## src/rtl/pipe_issue_pkg.sv

```systemverilog
package pipe_issue_pkg;
   localparam int STG_EX   = 0;
   localparam int STG_MEM  = 1;
   localparam int STG_WB   = 2;
   localparam int NUM_TRK  = 3;
   localparam int NUM_SRC  = 2;

   typedef enum logic {
      MEM_SHARED = 1'b0,
      MEM_SPLIT  = 1'b1
   } mem_mode_e;
endpackage

```

## src/rtl/pipe_issue_track.sv

```systemverilog
module pipe_issue_track
   import pipe_issue_pkg::*;
#(
   parameter int REG_W = 5
) (
   input  logic             clk,
   input  logic             rst_n,
   input  logic             ins_v,
   input  logic [REG_W-1:0] ins_dst,
   input  logic             ins_wr,
   input  logic             ins_mop,
   input  logic             bubble,
   output logic             st_v   [NUM_TRK],
   output logic [REG_W-1:0] st_dst [NUM_TRK],
   output logic             st_wr  [NUM_TRK],
   output logic             st_mop [NUM_TRK]
);
   // entry point: execute stage, filled from decode or with a bubble
   always_ff @(posedge clk or negedge rst_n) begin
      if (!rst_n) begin
         st_v[STG_EX]   <= 1'b0;
         st_dst[STG_EX] <= '0;
         st_wr[STG_EX]  <= 1'b0;
         st_mop[STG_EX] <= 1'b0;
      end else if (bubble || !ins_v) begin
         st_v[STG_EX]   <= 1'b0;
         st_dst[STG_EX] <= '0;
         st_wr[STG_EX]  <= 1'b0;
         st_mop[STG_EX] <= 1'b0;
      end else begin
         st_v[STG_EX]   <= 1'b1;
         st_dst[STG_EX] <= ins_dst;
         st_wr[STG_EX]  <= ins_wr;
         st_mop[STG_EX] <= ins_mop;
      end
   end

   // later stages advance unconditionally
   for (genvar g = 1; g < NUM_TRK; g++) begin : g_stage
      always_ff @(posedge clk or negedge rst_n) begin
         if (!rst_n) begin
            st_v[g]   <= 1'b0;
            st_dst[g] <= '0;
            st_wr[g]  <= 1'b0;
            st_mop[g] <= 1'b0;
         end else begin
            st_v[g]   <= st_v[g-1];
            st_dst[g] <= st_dst[g-1];
            st_wr[g]  <= st_wr[g-1];
            st_mop[g] <= st_mop[g-1];
         end
      end
   end

   // a cycle with bubble set leaves execute empty of writes and memory ops
   p_bubble_inert_r9: assert property (@(posedge clk) disable iff (!rst_n)
      bubble |=> (!st_wr[STG_EX] && !st_mop[STG_EX]));
endmodule

```

## src/rtl/pipe_issue_hazard.sv

```systemverilog
module pipe_issue_hazard
   import pipe_issue_pkg::*;
#(
   parameter int REG_W = 5
) (
   input  logic             clk,
   input  logic             rst_n,
   input  logic             dec_valid,
   input  logic             src_use [NUM_SRC],
   input  logic [REG_W-1:0] src_idx [NUM_SRC],
   input  logic             st_v    [NUM_TRK],
   input  logic [REG_W-1:0] st_dst  [NUM_TRK],
   input  logic             st_wr   [NUM_TRK],
   output logic             stall,
   output logic [NUM_SRC-1:0] byp
);
   logic [NUM_SRC-1:0] src_hit;

   for (genvar s = 0; s < NUM_SRC; s++) begin : g_src
      logic live;
      logic hit_ex, hit_mem, hit_wb;
      assign live    = dec_valid && src_use[s] && (src_idx[s] != '0);
      assign hit_ex  = st_v[STG_EX]  && st_wr[STG_EX]  && (st_dst[STG_EX]  == src_idx[s]);
      assign hit_mem = st_v[STG_MEM] && st_wr[STG_MEM] && (st_dst[STG_MEM] == src_idx[s]);
      assign hit_wb  = st_v[STG_WB]  && st_wr[STG_WB]  && (st_dst[STG_WB]  == src_idx[s]);
      assign src_hit[s] = live && (hit_ex || hit_mem);
      assign byp[s]     = live && hit_wb;
   end

   assign stall = |src_hit;

   // no stall is ever driven by a register-zero source
   p_zero_quiet_r5: assert property (@(posedge clk) disable iff (!rst_n)
      stall |-> ((src_use[0] && src_idx[0] != '0) || (src_use[1] && src_idx[1] != '0)));
   // a held instruction with unchanged fields waits at most two cycles
   p_stall_bound_r4: assert property (@(posedge clk) disable iff (!rst_n)
      (stall && $past(stall) && $stable(src_idx[0]) && $stable(src_idx[1])) |=> !stall);
   // a bypass select needs a writing instruction in writeback
   p_byp_needs_wb_r6: assert property (@(posedge clk) disable iff (!rst_n)
      (|byp) |-> (st_v[STG_WB] && st_wr[STG_WB]));
endmodule

```

## src/rtl/pipe_issue_arb.sv

```systemverilog
module pipe_issue_arb
   import pipe_issue_pkg::*;
#(
   parameter bit SHARED_CAPABLE = 1'b1
) (
   input  logic      clk,
   input  logic      rst_n,
   input  mem_mode_e mode,
   input  logic      mem_v,
   input  logic      mem_mop,
   input  logic      stall,
   output logic      fetch_en
);
   logic port_busy;

   if (SHARED_CAPABLE) begin : g_shared
      assign port_busy = (mode == MEM_SHARED) && mem_v && mem_mop;
   end else begin : g_split_only
      assign port_busy = 1'b0;
   end

   assign fetch_en = !stall && !port_busy;

   // separate memories never block fetch for data
   p_split_free_r8: assert property (@(posedge clk) disable iff (!rst_n)
      (mode == MEM_SPLIT && !stall) |-> fetch_en);
   // a data stall also holds fetch
   p_stall_holds_fetch_r9: assert property (@(posedge clk) disable iff (!rst_n)
      stall |-> !fetch_en);
endmodule

```

## src/rtl/pipe_issue_ctl.sv

```systemverilog
module pipe_issue_ctl
   import pipe_issue_pkg::*;
#(
   parameter int REG_W          = 5,
   parameter bit SHARED_CAPABLE = 1'b1
) (
   input  logic             clk,
   input  logic             rst_n,
   input  logic             split_mem,
   input  logic             dec_valid,
   input  logic             dec_src1_use,
   input  logic [REG_W-1:0] dec_src1,
   input  logic             dec_src2_use,
   input  logic [REG_W-1:0] dec_src2,
   input  logic [REG_W-1:0] dec_dst,
   input  logic             dec_wr,
   input  logic             dec_load,
   input  logic             dec_store,
   output logic             fetch_en,
   output logic             dec_stall,
   output logic             bubble_ins,
   output logic             byp_src1,
   output logic             byp_src2
);
   if (REG_W < 1 || REG_W > 8) begin : g_bad_width
      $error("pipe_issue_ctl: REG_W must be within 1..8");
   end

   logic             st_v   [NUM_TRK];
   logic [REG_W-1:0] st_dst [NUM_TRK];
   logic             st_wr  [NUM_TRK];
   logic             st_mop [NUM_TRK];
   logic             src_use [NUM_SRC];
   logic [REG_W-1:0] src_idx [NUM_SRC];
   logic [NUM_SRC-1:0] byp;
   logic             stall;
   mem_mode_e        mode;

   assign mode       = split_mem ? MEM_SPLIT : MEM_SHARED;
   assign src_use[0] = dec_src1_use;
   assign src_use[1] = dec_src2_use;
   assign src_idx[0] = dec_src1;
   assign src_idx[1] = dec_src2;

   pipe_issue_track #(.REG_W(REG_W)) u_track (
      .clk     (clk),
      .rst_n   (rst_n),
      .ins_v   (dec_valid),
      .ins_dst (dec_dst),
      .ins_wr  (dec_wr),
      .ins_mop (dec_load || dec_store),
      .bubble  (stall),
      .st_v    (st_v),
      .st_dst  (st_dst),
      .st_wr   (st_wr),
      .st_mop  (st_mop)
   );

   pipe_issue_hazard #(.REG_W(REG_W)) u_hazard (
      .clk       (clk),
      .rst_n     (rst_n),
      .dec_valid (dec_valid),
      .src_use   (src_use),
      .src_idx   (src_idx),
      .st_v      (st_v),
      .st_dst    (st_dst),
      .st_wr     (st_wr),
      .stall     (stall),
      .byp       (byp)
   );

   pipe_issue_arb #(.SHARED_CAPABLE(SHARED_CAPABLE)) u_arb (
      .clk      (clk),
      .rst_n    (rst_n),
      .mode     (mode),
      .mem_v    (st_v[STG_MEM]),
      .mem_mop  (st_mop[STG_MEM]),
      .stall    (stall),
      .fetch_en (fetch_en)
   );

   assign dec_stall  = stall;
   assign bubble_ins = stall;
   assign byp_src1   = byp[0];
   assign byp_src2   = byp[1];

   // the first cycle out of reset carries no stall and no bypass
   p_reset_clean_r1: assert property (@(posedge clk) disable iff (!rst_n)
      $past(!rst_n) |-> (!dec_stall && !byp_src1 && !byp_src2 && fetch_en));
   // a shared port is never granted to fetch beside a data access
   p_shared_block_r7: assert property (@(posedge clk) disable iff (!rst_n)
      (!split_mem && st_v[STG_MEM] && st_mop[STG_MEM]) |-> !fetch_en);
endmodule

```

## config.mk

```make
export PLATFORM = sky130hd
export DESIGN_NAME = pipe_issue_ctl
export DESIGN_NICKNAME = d
export VERILOG_FILES = /design/src/rtl/pipe_issue_pkg.sv /design/src/rtl/pipe_issue_track.sv /design/src/rtl/pipe_issue_hazard.sv /design/src/rtl/pipe_issue_arb.sv /design/src/rtl/pipe_issue_ctl.sv
export SDC_FILE = /design/constraint.sdc
export NUM_CORES = 1
export LEC_CHECK = 0
export BUFFER_PORTS_ARGS = -buffer_cell sky130_fd_sc_hd__buf_2
export CAP_MARGIN = 20
export CORE_ASPECT_RATIO = 0.8
export CORE_MARGIN = 8
export CORE_UTILIZATION = 50
export DETAILED_ROUTE_END_ITERATION = 7
export HOLD_SLACK_MARGIN = 0.15
export PLACE_DENSITY = 0.76
export SKIP_LAST_GASP = 1
export SLEW_MARGIN = 20
export SYNTH_ARGS = -nofsm -noshare
export SYNTH_HDL_FRONTEND = slang
export SYNTH_SLANG_ARGS = --single-unit
export TNS_END_PERCENT = 20
```

## constraint.sdc

```tcl
create_clock -name clk -period 2.1 [get_ports clk]
set_input_delay 0.315 -clock clk [delete_from_list [all_inputs] [get_ports clk]]
set_output_delay 0.315 -clock clk [all_outputs]
set_load 0.05 [all_outputs]
```

# Yosys cells after proc, flatten, opt, wreduce, memory -nomap -nowiden
# Index checks and enable logic that the tools add are counted.
# op_classes
reduce_logical,30
muxes,5
eq_ne,6
n_bitwise,1
# op_table
cell,n
$eq 5x5->1,6
$logic_and 1x1->1,20
$reduce_bool 5->1,2
$mux 5,1
$logic_or 1x1->1,4
$mux 1,4
$logic_not 1->1,3
$reduce_or 2->1,1
$not 1->1,1
# word_totals
ff_bits,23
out_inout_bits,5

# Logic depth before layout (Yosys ltp)
# Gate-level depths: netlist of the first run.
# logic_depth
ltp_word,7
mapped_depth,6
depth_no_buf,5

# Modules after synthesis
# A second synthesis of the first run with hierarchy kept.
# hier_totals
hier_cells,88
area_unflattened_um2,1092.3
# modules_own_cells
mod,cells_each,instances,area_each_um2
pipe_issue_track,32,1,668.1
pipe_issue_hazard,52,1,400.4
pipe_issue_ctl,2,1,13.8
pipe_issue_arb,2,1,10.0

# Least setup slack after synthesis of the first run
# Ideal clock, no wire load.
# synth_path
kind,register to output
from,register u_track.st_dst[0] (netlist bit)
to,output byp_src1
path_stages_with_launch,4
required_time_ns,1.785
slack_ns,-0.365
arrival_time_ns,2.150
cell_sequence,dfrtp_1 > xnor2_1 > nand4_1 > nor4_1
# synth_between
elab_chain_len,3
# synth_rtl
element,line,source
from (decl),pipe_issue_track.sv:14,"output logic [REG_W-1:0] st_dst [NUM_TRK],"
"from (signal, indexed assignment)",pipe_issue_track.sv:48,st_dst[g] <= st_dst[g-1];
$eq 5x5->1,pipe_issue_hazard.sv:25,assign hit_wb = st_v[STG_WB] && st_wr[STG_WB] && (st_dst[STG_WB] == src_idx[s]);
$logic_and 1x1->1,pipe_issue_hazard.sv:25,
$logic_and 1x1->1,pipe_issue_hazard.sv:27,assign byp[s] = live && hit_wb;
to (decl),pipe_issue_ctl.sv:22,"output logic byp_src1,"
# No other way between the ends.

# Worst setup path in the final report of the first run
# layout_path
from,register u_track.st_dst[8] (netlist bit)
to,output fetch_en
# layout_between
elab_chain_len,7
word_cells_on_any_way,11
cone_classes,eq/ne: 2; reduce/logical: 9
# layout_rtl
element,line,source
$eq 5x5->1,pipe_issue_hazard.sv:24,assign hit_mem = st_v[STG_MEM] && st_wr[STG_MEM] && (st_dst[STG_MEM] == src_idx[s]);
$logic_and 1x1->1,pipe_issue_hazard.sv:24,
$logic_or 1x1->1,pipe_issue_hazard.sv:26,assign src_hit[s] = live && (hit_ex || hit_mem);
$logic_and 1x1->1,pipe_issue_hazard.sv:26,
$reduce_or 2->1 *,pipe_issue_hazard.sv:30,assign stall = |src_hit;
$logic_not 1->1 *,pipe_issue_arb.sv:22,assign fetch_en = !stall && !port_busy;
$logic_and 1x1->1 *,pipe_issue_arb.sv:22,
to (decl),pipe_issue_ctl.sv:19,"output logic fetch_en,"
# Mark *: on every way between the ends. The rest lies on a longest branch, timed or not.

==> results of run 1 <==
final cells by class:
cell class / instances / share of cell area, %
clock buffers: 4 / 1.943
inverters: 1 / 0.2775
multi-input cells: 62 / 38.21
flip-flops and latches: 23 / 42.55
well taps: 25 / 2.313
repair buffers: 34 / 14.71
registers in the layout (all words and copies together) (netlist names):
| register | count |
|---|---|
| u_track.st_dst | 15 |
| u_track.st_wr | 3 |
| u_track.st_v | 3 |
| u_track.st_mop | 2 |
critical path: stages, from the launching register on:
cell	delay, ns
dfrtp_1	0.43
xor2_1	0.17
nor4_2	0.32
a22oi_1	0.16
o22a_4	0.22
and2_4	0.14
buf_6	0.14
stage by stage:
stage	setup WS, ns	hold slack [ns]
final	-0.09128	0.2413
after global routing	-0.2009	0.2190
after CTS	-0.1866	0.2213
after detailed placement	0.03909	0.3090
after global placement	0.07622	0.2987
after floorplan	-0.3308	0.01941
layer usage:
metal / track usage (%) / vias up
met2: 21.32 / 24
met3: 2.930 / 4
li1: - / 376
met4: 6.250 / 0
met1: 15.99 / 373
met5: 0 / -
final timing paths:
| check | from | end | depth (start not counted) |
|---|---|---|---|
| worst max-delay path | u_track.st_dst[8]$_DFF_PN0_ | fetch_en | 6 |
| min in group asynchronous | rst_n | u_track.st_mop[2]$_DFF_PN0_ | 2 |
| worst min-delay path | dec_dst[1] | u_track.st_dst[11]$_DFF_PN0_ | 2 |
| max in group asynchronous | rst_n | u_track.st_dst[6]$_DFF_PN0_ | 2 |
| worst min register to register | u_track.st_mop[2]$_DFF_PN0_ | u_track.st_mop[1]$_DFF_PN0_ | 0 |
| worst max register to register | u_track.st_dst[8]$_DFF_PN0_ | u_track.st_wr[2]$_DFF_PN0_ | 6 |
report_power, final:
group | total [mW] | internal [mW] | switching [mW]
logic | 0.136 | 0.0641 | 0.0718
clock network | 0.193 | 0.0740 | 0.119
registers | 0.486 | 0.466 | 0.0199
logic make-up after synthesis:
logic type,after synthesis
compound gates,6
xor+xnor,30
buf+inv,2
flops,23
simple gates,26
placed cells by master, fill, tap and decap left out, types with 2 or more instances in the layout:
cell type,n
buf_2,25
dfrtp_1,23
xor2_1,22
xnor2_1,8
buf_4,7
and3_1,6
nor4_2,5
nor2_1,4
nand2_1,3
clkbuf_4,3
o211ai_2,2
a22oi_1,2
nand4_1,2
what timing repair did:
| action | 4_1_cts | 5_1_grt |
|---|---|---|
| hold buffers | 1 | 0 |
| pin swaps | 4 | 5 |
| buffers inserted | 1 | 1 |
| hold endpoints to repair | 23 | 0 |
| setup endpoints to repair | 3 | 3 |
| gates resized for setup | 5 | 4 |
==> results.txt, run 1 <==
routed wl met3: 150 um
global-route wire length before repair: 3933 um
Worst Setup End Kind: primary output
P_leak: 0.6658 nW
top cell type's share of synthesized area: 53.80%
Seq. cell area: 575.6 um^2
largest net degree at the start of global routing: 24
CTS H-Tree Depth: 1
worst-path fanout max: 3
hold violation count in the final report: 0
failing checks: negative setup slack
Peak VDD IR: 0.4753 mV
core area: 2083 um^2
area delta synth->final: 26.43%
outcome: finished, violations left
dpl hpwl: 1929 um
worst hold path type: in2reg
metal1 wirelength: 1052 um
Die X: 67.72 um
Starting Density: 51.35%
RSZ-0062 raised after global routing: true
critical path class: reg2out
worst slew pin tran: 0.5005 ns
post-layout util: 64.92%
DR WL met2: 1189 um
sequential-to-total area share from yosys stat: 53.80%
Initial DRC Count: 14
Die Y: 57.37 um
top-count cell post-synth: dfrtp_1
Nets: 149
GRT Total Usage: 13.19%
GRT overflow: 0
Arrival @ worst endpoint: 1.88 ns
R2R setup slack: 0.38 ns
ANT nets after route: 0
final setup fails: 3
Placement Cell Area: 1262 um^2
final wirelength: 2425 um
port bufs: 28
count of cell types in the netlist: 18
layout cell share with drive strength beyond 1: 37.90%
Syn Inst Count: 87
vias in the first global route: 867
TritonCTS clock tree: done
Slew Viols, Final: 0
Num Clock Sinks: 23
ys flop type: dfrtp_1
dominant cell type by area after synthesis: dfrtp_1
placer congestion estimate: 0.8782
Cell Pwr Density: 602.9 nW/um^2
Post-Syn Area per Cell: 12.30 um^2
multi-input logic area: 516.7 um^2
DRC: 0
warnings from Yosys: 0
number of fillers in the final layout: 163
first-pass detailed-route iteration total: 4
Post-synth EDFFs: 0
top cells by area, synth: dfrtp_1, xor2_1, xnor2_1
largest family of logic cells by synthesized area: XOR/XNOR gates
power after layout: 0.8154 mW
clock latency on the worst-skew pair: 0.30 ns
Inst Count DP: 142
Post-Synth XOR/XNOR Area: 24.56%
fraction of the mapped netlist area in simple logic gates: 14.27%
Synth async-reset ratio: 100.0%
adder-cell share of the synthesized area: 0%
Worst Skew: 0.003095 ns
Via density: 5.215
mux cell area share after synthesis: 0%
commonest cells in the netlist: dfrtp_1, xor2_1, xnor2_1
period utilization: 104.3%
syn_nets: 111
setup_tns: -0.2113 ns
fmax: 456.4 MHz
Worst-path clk slew: 0.11 ns
Rows: 15
max_slew headroom: 66.64%
CTS Buf Count: 3
synthesized cell area: 1070 um^2
Die ar.: 3885 um^2
CTS max path bufs: 2
Synth Area in Compound Gates: 6.316%
I/O Pins: 29
#FFs+latches synth: 23
Layout Cells excl Fill: 149
initial antenna violation count: 0
Antenna diodes: 0
WL/cell: 16.28 um
max_cap viols: 0
Root Driver: clkbuf_4
via count: 777
Worst setup SP type: register
cell area after layout: 1353 um^2
Period minus WS final: 2.191 ns
Top Metal Used: met4
Req. time, crit path: 1.78 ns
fin worst setup slack: -0.09128 ns
(Power assumes the default switching activity.)
==> run 2, diff against run 1 <==
--- a/config.mk
+++ b/config.mk
@@ -9,10 +9,10 @@
 export CAP_MARGIN = 20
 export CORE_ASPECT_RATIO = 0.8
 export CORE_MARGIN = 8
-export CORE_UTILIZATION = 50
+export CORE_UTILIZATION = 45
 export DETAILED_ROUTE_END_ITERATION = 7
 export HOLD_SLACK_MARGIN = 0.15
-export PLACE_DENSITY = 0.76
+export PLACE_DENSITY = 0.72
 export SKIP_LAST_GASP = 1
 export SLEW_MARGIN = 20
 export SYNTH_ARGS = -nofsm -noshare
==> constraint.sdc (replaced) <==
create_clock -name clk -period 2 [get_ports clk]
set_input_delay 0.3 -clock clk [delete_from_list [all_inputs] [get_ports clk]]
set_output_delay 0.3 -clock clk [all_outputs]
set_load 0.05 [all_outputs]
==> run 2 against run 1 <==
  * The flow still finishes with violations (negative setup slack)
  * Global-route usage down 2.0 points
  * Setup slack worse by 0.10 ns
  * Hold slack worse by 0.032 ns
  * Critical endpoint unchanged
==> results.txt, run 2 (synthesized netlist as in run 1, its figures left out) <==
via count: 764
CTS max path bufs: 2
Via density: 5.060
global-route wire length before repair: 3684 um
Slew Viols, Final: 0
Antenna diodes: 0
commonest non-fill, non-tap cell in the layout: buf_2
Largest register FFs: 15
Worst Setup End Kind: primary output
number of fillers in the final layout: 171
fmax: 456.3 MHz
CTS H-Tree Depth: 1
Period minus WS final: 2.192 ns
area delta synth->final: 26.20%
CTS Buf Count: 3
P_leak: 0.6759 nW
critical path class: reg2out
core area: 2196 um^2
RSZ-0062 raised after global routing: true
dpl hpwl: 1883 um
outcome: finished, violations left
Root Driver: clkbuf_4
fin worst setup slack: -0.1916 ns
Worst setup SP type: register
period utilization: 109.6%
Num Clock Sinks: 23
largest net degree at the start of global routing: 24
I/O Pins: 29
Die X: 70.51 um
Reg with most FFs: u_track.st_dst
GRT Total Usage: 11.18%
Arrival @ worst endpoint: 1.89 ns
biggest regs: u_track.st_dst: 15 flops, u_track.st_v: 3 flops, u_track.st_wr: 3 flops
Rows: 15
Cell Pwr Density: 631.1 nW/um^2
port bufs: 28
placer congestion estimate: 0.8762
layout cell share with drive strength beyond 1: 37.30%
DRC: 0
Nets: 151
final setup fails: 3
Die Y: 59.61 um
clock latency on the worst-skew pair: 0.31 ns
Initial DRC Count: 14
ANT nets after route: 0
Worst Skew: 0.007122 ns
final wirelength: 2316 um
max_cap viols: 0
Starting Density: 48.72%
max_slew headroom: 68.14%
Die ar.: 4203 um^2
Worst-path clk slew: 0.12 ns
worst-path fanout max: 3
hold violation count in the final report: 0
cell area after layout: 1350 um^2
worst hold path type: in2reg
Placement Setup Slack: 0.0001593 ns
WL/cell: 15.34 um
commonest non-fill, non-tap cells in the layout: buf_2, dfrtp_1, xor2_1
post-layout util: 61.48%
first-pass detailed-route iteration total: 3
vias in the first global route: 852
initial antenna violation count: 0
worst slew pin tran: 0.4779 ns
failing checks: negative setup slack
TritonCTS clock tree: done
Placement Cell Area: 1292 um^2
Req. time, crit path: 1.70 ns
WHS: 0.2098 ns
GRT overflow: 0
Peak VDD IR: 0.4125 mV
## run 2: cell types whose count changed in the layout (fill, tap and decap cells not counted), sizes merged
cell	delta
buf	+2
clkbuf	-1
clkinv	+1
## run 2: power breakdown
group	switching (mW)	internal [mW]	total [mW]
Combinational	0.0689	0.0682	0.137
Sequential	0.0202	0.490	0.510
Clock	0.130	0.0747	0.205
Total	0.220	0.632	0.852
## run 2: worst max-delay path: stages, from the launching register on
cell and delay, ns:
dfrtp_1 0.44, xor2_1 0.17, nor4_1 0.27, a22oi_1 0.15, o22a_4 0.28, and2_4 0.14, buf_6 0.14
## run 2: area by class of cell
type                    count  area, um^2  area share [%]
flip-flops and latches     23       575.6           42.63
multi-input cells          62       498.0           36.89
repair buffers             36       214.0           15.85
well taps                  25       31.28           2.317
clock buffers               3       22.52           1.668
clock inverters             1       5.005          0.3707
inverters                   1       3.754          0.2780
## run 2: path summary, 6_finish.rpt
kind	cells past startpoint	slack (ns)	start	to
worst max register to register	6	0.26	u_track.st_dst[12]$_DFF_PN0_	u_track.st_dst[13]$_DFF_PN0_
worst min-delay path	2	0.21	dec_load	u_track.st_mop[2]$_DFF_PN0_
worst min register to register	0	0.37	u_track.st_mop[2]$_DFF_PN0_	u_track.st_mop[1]$_DFF_PN0_
max in group asynchronous	2	1.21	rst_n	u_track.st_dst[4]$_DFF_PN0_
min in group asynchronous	2	0.46	rst_n	u_track.st_mop[2]$_DFF_PN0_
worst max-delay path	6	-0.19	u_track.st_dst[12]$_DFF_PN0_	fetch_en
## run 2: what timing repair did
action / CTS / global route
hold buffers: 1 / 0
pin swaps: 5 / 0
setup buffers: 0 / 0
endpoints found under the hold margin: 23 / 0
setup endpoints to repair: 3 / 3
gates resized for setup: 5 / 1
## run 2: metrics by stage
| stage | setup TNS, ns | total power [mW] | std cells |
|---|---|---|---|
| global placement | 0 | 0.6472 | 146 |
| finish | -0.5294 | 0.8521 | 151 |
| CTS | -0.5900 | 0.8597 | 151 |
| detailed placement | 0 | 0.6515 | 146 |
| floorplan | -0.4158 | 0.5799 | 87 |
| global route | -0.7960 | 0.8946 | 151 |
## run 2: routing by layer
layer | wire length (um) | GRT usage (%) | up-vias
li1 | - | - | 376
met1 | 1082 | 13.45 | 360
met2 | 1050 | 17.65 | 23
met3 | 137 | 3.183 | 5
met4 | 46 | 6.286 | 0
met5 | 0 | 0 | -
==> run 3, diff against run 2 <==
--- a/config.mk
+++ b/config.mk
@@ -12,7 +12,7 @@
 export CORE_UTILIZATION = 45
 export DETAILED_ROUTE_END_ITERATION = 7
 export HOLD_SLACK_MARGIN = 0.15
-export PLACE_DENSITY = 0.72
+export PLACE_DENSITY = 0.84
 export SKIP_LAST_GASP = 1
 export SLEW_MARGIN = 20
 export SYNTH_ARGS = -nofsm -noshare
==> run 3 against run 2 <==
  * The flow still finishes with violations (negative setup slack)
  * Routed wire length grew 7.9%
  * Sequential share of layout area shrank 0.81 points
  * Register-to-register slack got worse by 0.02 ns
  * Sequential cell count did not move
  * Final area up 1.9%
  * Non-clock buffer count up 1
  * Maximum frequency shrank 0.63%
  * Cell count grew 0.66%
  * Clock power is essentially flat
  * Critical endpoint unchanged
  * Clock skew rose by 0.0053 ns
==> results.txt, run 3 (synthesized netlist as in run 1, its figures left out) <==
area delta synth->final: 28.65%
cell area after layout: 1376 um^2
commonest non-fill, non-tap cell in the layout: buf_2
fin worst setup slack: -0.2055 ns
Req. time, crit path: 1.70 ns
Worst setup SP type: register
critical path class: reg2out
outcome: finished, violations left
Die Y: 59.61 um
failing checks: negative setup slack
max_slew headroom: 67.53%
Worst-path clk slew: 0.12 ns
CP delay by family, top: flip-flops
fmax: 453.4 MHz
vias in the first global route: 857
Slowest-stage cell, CP: dfrtp_1
WL/cell: 16.43 um
RSZ-0062 raised after global routing: true
TritonCTS clock tree: done
Clk pwr share: 23.6%
layout cell share with drive strength beyond 1: 40.16%
Initial DRC Count: 35
CTS Buf Count: 3
Largest register FFs: 15
Root Driver: clkbuf_4
worst path cell trace: xor2_1 > nor4_2 > a22oi_1 > o22a_4 > and2_4 > buf_6
hold violation count in the final report: 0
combinational power share: 17.2%
Largest stage delay, worst path: 0.45 ns
I/O Pins: 29
Nets: 152
Layout Cells excl Fill: 152
core area: 2196 um^2
Starting Density: 48.72%
Placement Setup Slack: -0.01360 ns
worst hold path type: in2reg
Peak VDD IR: 0.4735 mV
worst-path fanout max: 3
GRT Total Usage: 12.21%
ANT nets after route: 0
Cell Pwr Density: 627.3 nW/um^2
multi-input logic area: 516.7 um^2
Num Clock Sinks: 23
first-pass detailed-route iteration total: 3
final setup fails: 3
Via density: 5.158
period utilization: 110.3%
via count: 784
Slew Viols, Final: 0
dpl hpwl: 2004 um
Worst Skew: 0.01240 ns
GRT overflow: 0
number of fillers in the final layout: 174
placer congestion estimate: 0.9065
switching share of power: 26.45%
Pint: 0.6350 mW
Rows: 15
final wirelength: 2498 um
CTS max path bufs: 2
Worst Setup End Kind: primary output
P_leak: 0.6819 nW
post-layout util: 62.68%
Die X: 70.51 um
Die ar.: 4203 um^2
setup_tns: -0.5559 ns
global-route wire length before repair: 4022 um
Reg power frac: 59.2%
clock latency on the worst-skew pair: 0.31 ns
Reg with most FFs: u_track.st_dst
largest net degree at the start of global routing: 24
biggest regs: u_track.st_dst: 15 flops, u_track.st_v: 3 flops, u_track.st_wr: 3 flops
CP Buf/Inv Count: 1
worst slew pin tran: 0.4871 ns
net load switching power: 0.2283 mW
port bufs: 28
Antenna diodes: 0
Inst Count DP: 146
Period minus WS final: 2.205 ns
DRC: 0
commonest non-fill, non-tap cells in the layout: buf_2, dfrtp_1, xor2_1
initial antenna violation count: 0
Arrival @ worst endpoint: 1.91 ns
max_cap viols: 0
Placement Cell Area: 1292 um^2
CTS H-Tree Depth: 1
Seq. cell area: 575.6 um^2
==> run 3: changes by cell type in the layout (fill, tap and decap cells not counted), sizes merged <==
cell / change
buf: +1
==> run 3: timing repair <==
action	CTS	global route
buffers inserted	0	1
setup endpoints to repair	3	4
endpoints found under the hold margin	23	0
hold buffers	1	0
resized for setup	5	4
pin swaps	5	4
==> run 3: final cells by class <==
class / count / area share (%)
Tap cell: 25 / 2.273
Timing Repair Buffer: 37 / 16.09
Sequential cell: 23 / 41.82
Inverter: 1 / 0.2727
Clock buffer: 3 / 1.636
Multi-Input combinational cell: 62 / 37.55
Clock inverter: 1 / 0.3636
==> run 3: per-stage QoR <==
| stage | total power [mW] | hold WS (ns) |
|---|---|---|
| 6_report | 0.8633 | 0.2255 |
| 2_1_floorplan | 0.5799 | 0.004409 |
| 4_1_cts | 0.8630 | 0.2133 |
| 3_5_place_dp | 0.6547 | 0.2950 |
| 3_3_place_gp | 0.6470 | 0.2823 |
| 5_1_grt | 0.9050 | 0.2065 |
==> run 3: final timing paths <==
path	start	end	slack (ns)	cells past startpoint
max	u_track.st_dst[8]$_DFF_PN0_	fetch_en	-0.21	6
min	dec_dst[0]	u_track.st_dst[10]$_DFF_PN0_	0.23	2
max reg2reg	u_track.st_dst[8]$_DFF_PN0_	u_track.st_dst[11]$_DFF_PN0_	0.24	6
min reg2reg	u_track.st_mop[2]$_DFF_PN0_	u_track.st_mop[1]$_DFF_PN0_	0.36	0
max in group asynchronous	rst_n	u_track.st_mop[1]$_DFF_PN0_	1.19	2
min in group asynchronous	rst_n	u_track.st_dst[12]$_DFF_PN0_	0.46	2
==> run 3: power groups by stage <==
stage               combinational (mW)  clock [mW]  sequential, mW
floorplan                       0.0653           0           0.515
global placement                 0.128           0           0.519
detailed placement               0.135           0           0.520
CTS                              0.139       0.214           0.511
global route                     0.162       0.229           0.514
finish                           0.148       0.204           0.511
==> run 3: layer usage <==
layer / wire length (um) / global-route usage, % / vias up
met5: 0 / 0 / -
met4: 47 / 8.000 / 0
met3: 170 / 3.685 / 6
met2: 1124 / 18.17 / 29
met1: 1155 / 15.01 / 368
li1: - / - / 381
